[config.mk]
export PLATFORM = sky130hd
export DESIGN_NAME = byte_deserializer
export DESIGN_NICKNAME = d
export VERILOG_FILES = /design/src/rtl/byte_deserializer.sv
export SDC_FILE = /design/constraint.sdc
export NUM_CORES = 1
export LEC_CHECK = 0
export ABC_CLOCK_PERIOD_IN_PS = 1500
export CAP_MARGIN = 40
export CORE_ASPECT_RATIO = 0.7
export CORE_MARGIN = 8
export CORE_UTILIZATION = 45
export CTS_CLUSTER_DIAMETER = 100
export CTS_CLUSTER_SIZE = 30
export DETAILED_ROUTE_END_ITERATION = 8
export PLACE_DENSITY = 0.67
export SYNTH_ARGS = -nofsm -noshare
export SYNTH_HDL_FRONTEND = slang
export SYNTH_SLANG_ARGS = --single-unit
[constraint.sdc]
create_clock -name bit_clk -period 1.5 [get_ports bit_clk]
set_input_delay 0.15 -clock bit_clk [delete_from_list [all_inputs] [get_ports bit_clk]]
set_output_delay 0.15 -clock bit_clk [all_outputs]
set_load 0.05 [all_outputs]
[src/rtl/byte_deserializer.sv]
module byte_deserializer #(
  parameter int DW = 8
) (
  input  logic          bit_clk,
  input  logic          rst_n,
  input  logic          ser_in,
  input  logic          byte_mark,
  output logic [DW-1:0] par_out,
  output logic          byte_clk
);
  localparam int CW = (DW > 2) ? $clog2(DW) : 1;
  localparam logic [CW-1:0] HALF    = CW'(DW / 2);
  localparam logic [CW-1:0] FALL_AT = CW'(DW / 2 - 1);
  localparam logic [CW-1:0] LAST    = CW'(DW - 1);

  logic [CW-1:0] cnt_q;
  logic          bclk_q;
  logic [DW-1:0] sr_q, hold_q, out_q;

  wire [CW-1:0] cnt_nx   = (cnt_q == LAST) ? '0 : cnt_q + CW'(1);
  wire [DW-1:0] word_now = {sr_q[DW-2:0], ser_in};

  // Free-running divider; registered clock output so it cannot glitch.
  always_ff @(posedge bit_clk or negedge rst_n)
    if (!rst_n) begin
      cnt_q  <= '0;
      bclk_q <= 1'b1;
    end else begin
      cnt_q  <= cnt_nx;
      bclk_q <= (cnt_nx < HALF);
    end

  always_ff @(posedge bit_clk or negedge rst_n)
    if (!rst_n) sr_q <= '0;
    else        sr_q <= word_now;

  always_ff @(posedge bit_clk or negedge rst_n)
    if (!rst_n)         hold_q <= '0;
    else if (byte_mark) hold_q <= word_now;

  always_ff @(posedge bit_clk or negedge rst_n)
    if (!rst_n)                 out_q <= '0;
    else if (cnt_q == FALL_AT)  out_q <= hold_q;

  assign par_out  = out_q;
  assign byte_clk = bclk_q;

  // Independent phase reference for the clock-shape check.
  logic [CW-1:0] chk_q;
  always_ff @(posedge bit_clk or negedge rst_n)
    if (!rst_n)             chk_q <= '0;
    else if (chk_q == LAST) chk_q <= '0;
    else                    chk_q <= chk_q + CW'(1);

  assert_bclk_shape_R2: assert property (@(posedge bit_clk) disable iff (!rst_n)
    byte_clk == (chk_q < HALF));

  assert_shift_in_R3: assert property (@(posedge bit_clk) disable iff (!rst_n)
    1'b1 |=> sr_q[0] == $past(ser_in));

  assert_hold_keep_R4: assert property (@(posedge bit_clk) disable iff (!rst_n)
    !byte_mark |=> $stable(hold_q));

  assert_out_load_R5: assert property (@(posedge bit_clk) disable iff (!rst_n)
    $fell(byte_clk) |-> par_out == $past(hold_q));

  assert_out_hold_R5: assert property (@(posedge bit_clk) disable iff (!rst_n)
    !$fell(byte_clk) |-> $stable(par_out));
endmodule

After elaboration in Yosys (flattened, before gate mapping)
Cells that the tools add are included.
W data, S select, Z words.
{"block": "word_totals", "register_bits": 27, "elab_cells": 10, "out_inout_bits": 9, "inputBits": 4}
{"block": "classes", "eq_ne": 2, "n_lt_le_gt_ge": 1, "addsub": 1, "mux": 1}
{"op": "$add A3 B1 Y3 const B", "n": 1}
{"op": "$eq A3 B2 Y1 const B", "n": 1}
{"op": "$eq A3 B3 Y1 const B", "n": 1}
{"op": "$lt A3 B3 Y1 const B", "n": 1}
{"op": "$mux W3", "n": 1}

Longest topological paths before layout
{"block": "logic_depth", "word_depth": 3, "ltp_mapped": 4, "depth_no_buf": 3}

Least setup slack after synthesis
No wires, ideal clock.
{"block": "synth_path", "path_kind": "register to register", "start": "register cnt_q[0]", "end": "register out_q[0], in the netlist par_out[0]", "setup_ns": 0.125, "synth_period_minus_slack_ns": 1.299, "path_buffers": 1, "setup_slack_ns": 0.201, "t_arrival_ns": 1.174, "required_time_ns": 1.375, "stages_incl_launch_ff": 5, "cell_sequence": "dfrtp_1 ha_1 ha_1 buf_6 mux2_4"}
{"block": "synth_via", "elab_chain_cells": 1}
{"element": "start, declared", "line_no": "16", "source": "logic [CW-1:0] cnt_q;"}
{"element": "start signal, assigned", "line_no": "29", "source": "cnt_q <= cnt_nx;"}
{"element": "$eq A3 B2 Y1", "line_no": "43", "source": "else if (cnt_q == FALL_AT) out_q <= hold_q;"}
{"element": "end signal, assigned", "line_no": "43"}
{"element": "end, declared", "line_no": "18", "source": "logic [DW-1:0] sr_q, hold_q, out_q;"}
No other way between the ends.
A chain may end at the register's enable or synchronous reset.

Worst setup path after layout
{"block": "layout_path", "start": "register cnt_q[0]", "end": "register out_q[6], in the netlist par_out[6]"}
The elaborated chain is that of the path after synthesis.

==> summary.md <==
| Metric | Value |
|---|---|
| Worst EP arrival | 1.54 ns |
| Critical path endpoint category | flop |
| Fin. Hold Viols | 0 |
| Tcrit/Tclk final | 0.886 |
| Reg-to-reg endpoint | par_out[6] |
| Row count | 14 |
| Fmax | roughly 750 MHz |
| Final setup vio count | 0 |
| Cell area after synthesis | between 900 and 1000 um^2 |
| Port bufs | 12 |
| Die area | approximately 4000 um^2 |
| Filler cells | around 170 |
| Detailed Route WL | between 1 and 1.5 mm |
| CTS H-tree lvls | 1 |
| Post-synth top area share | 0.658 |
| Pre-antenna DRT Iters | 4 |
| Tot GR Track Use | 0.0765 |
| Post-synth cell types | 7 |
| PD cells | approximately 1100 nW/um^2 |
| Finished Layout Cells | roughly 100 |
| HP Class | input port to asynchronous set/reset pin |
| WP buf/inv | 0 |
| Post-Syn Nets | 58 |
| Placed cell areas | between 1000 and 1500 um^2 |
| Area Overhead vs Synth | 17.3% |
| Launching point of the worst reg2reg path | cnt_q[0] |
| Die H | 55.2 um |
| Clk_skew | around 0.0043 ns |
| Avg Vias per Cell | roughly 4.4 |
| TNS Setup | 0 ns |
| Cts bufs inserted | 3 |
| Die W | approximately 70 um |
| Initial antenna violation count | 0 |
| Wire per inst | roughly 14 um |
| Antenna cells | 0 |
| Actual slew at the worst max-slew pin | 0.322 ns |
| DR vias | between 400 and 500 |
| RSZ-0062 raised after global routing | false |
| Crit-path slowest cell | dfrtp_1 |
| R2R Setup Slk | between 0.15 and 0.2 ns |
| Clock slew at reported path FFs | around 0.13 ns |
| Clock latency on the worst-skew pair | between 0.3 and 0.4 ns |
| Critical Path Source Type | flop |
| Register Area | 677 um^2 |
| Antenna-violating nets left | 0 |
| Status | complete, no violations |
| First-pass GRT wire length | between 2 and 2.5 mm |
| Synth warnings | 0 |
| Mean area per synthesized cell | 19.4 um^2 |
| Synth cell count leaders | dfrtp_1 (26), mux2_4 (16), ha_1 (3) |
| Leakage | ~0.56 nW |
| Fin. max-slew vios | 0 |
| CTS tree | done |
| Slew headroom | 0.785 |
| Synth Flop Type | dfrtp_1 |
| Placed Cells | 95 |
| Synth area leaders | dfrtp_1 (66%), mux2_4 (24%), ha_1 (3.8%) |
| Cell count of the worst reg-to-reg path | 3 |
| Worst endpoint required time | 1.71 ns |
| Max Buffers Root-to-Sink | 2 |
| Sequential fraction of the synthesis area | 0.685 |
| CP Cell Sequence | ha_1 > ha_2 > mux2_4 |
| Synth Instances | 51 |
| Post-synthesis register bit count | 27 |
| Final nets | 75 |
| Number of max-cap violations | 0 |
| Root Driver | clkbuf_4 |
| WS Path Type | flop to flop |
| Multi-input gate area | 284 um^2 |
| Delay-heaviest family, CP | adder cells |
| Final instance area | about 1200 um^2 |
| Worst VDD drop | between 0.5 and 0.6 mV |
| Largest net degree at the start of global routing | 28 |
| Critical Path Fanout Max | 8 |
| Fraction of registers with async set/reset | 1.00 |
| Boundary pin count | 13 |
| Core area | 2120 um^2 |
| Clock Sinks | 27 |
| 1st-iter DRT viols | 21 |
| Number of synthesized flops with an enable pin | 0 |
| Count leader, synth | dfrtp_1 |
| Max stage delay on crit path | roughly 0.37 ns |
| Area leader, netlist | dfrtp_1 |
| GP Congestion | around 0.67 |
| Share of cells above drive strength 1 | 0.478 |
| Grt ovf | 0 |
| Initial core utilization | 0.466 |
| Post-route DRC | 0 |
| Number of global-route vias before repair | roughly 450 |
| Dpl hpwl | ~940 um |
| Post-layout min period | between 1 and 1.5 ns |
## area by class of cell
cell class                      count  area share
Clock buffer                        4      0.0227
Tap cell                           32      0.0345
Sequential cell                    27       0.584
Multi-Input combinational cell     20       0.245
Timing Repair Buffer               14       0.108
Inverter                            2     0.00647
## placed cells by master (no fill, tap or decap), drive strengths merged
cell type | synthesis | routed
nor2 | 1 | 1
buf | 2 | 11
dfstp | 1 | 1
dfrtp | 26 | 26
inv | 2 | 2
ha | 3 | 3
clkdlybuf4s50 | 0 | 3
mux2 | 16 | 16
clkbuf | 0 | 4
## registers in the layout (all words and copies together) (netlist names)
name	count
cnt_q	3
byte_clk	1
sr_q	7
par_out	8
hold_q	8
## metal layers
metal	vias to the layer above	track usage	routed length, um
li1	200	-	-
met4	0	0.0261	10
met1	216	0.104	709
met3	2	0.0450	90
met5	-	0	0
met2	13	0.0959	546
## power by group
group	internal, W	leakage [nW]	switching (W)	total, W
clock	0.000104	0.0150	0.000191	0.000295
combinational	0.0000969	0.229	0.000118	0.000214
sequential	0.000780	0.317	0.0000315	0.000812
## how the worst max path moves through the flow
stage | from | endpoint | depth (start not counted) | slack, ns
floorplan | cnt_q[0] | par_out[0] | 4 | 0.20
global placement | cnt_q[0] | par_out[2] | 3 | 0.06
detailed placement | cnt_q[0] | par_out[6] | 3 | 0.04
CTS | cnt_q[0] | par_out[2] | 3 | 0.02
global route | cnt_q[0] | par_out[2] | 3 | 0.10
finish | cnt_q[0] | par_out[6] | 3 | 0.17
## metrics by stage
step	worst slack [ns]	util	hold WS [ns]	total power, W
after floorplan	0.201	-	-0.146	0.000968
after global placement	0.0629	0.534	0.365	0.00104
after detailed placement	0.0363	0.534	0.367	0.00104
after CTS	0.0152	0.546	0.187	0.00134
after global routing	0.104	0.547	0.201	0.00137
final	0.171	0.547	0.179	0.00132
## logic make-up after synthesis
kind of cell             after synthesis  synth area share
flip-flops                            27             0.685
buffers and inverters                  4            0.0304
multiplexers                          16             0.243
adder cells (fa/ha/maj)                3            0.0380
AND/OR/NAND/NOR                        1           0.00379
## timing repair
item | CTS | global route
buffers inserted | 0 | 0
resized for setup | 0 | 1
endpoints found under the hold margin | 0 | 0
hold buffers | 0 | 0
setup endpoints to repair | 0 | 8
(Power assumes the default switching activity.)
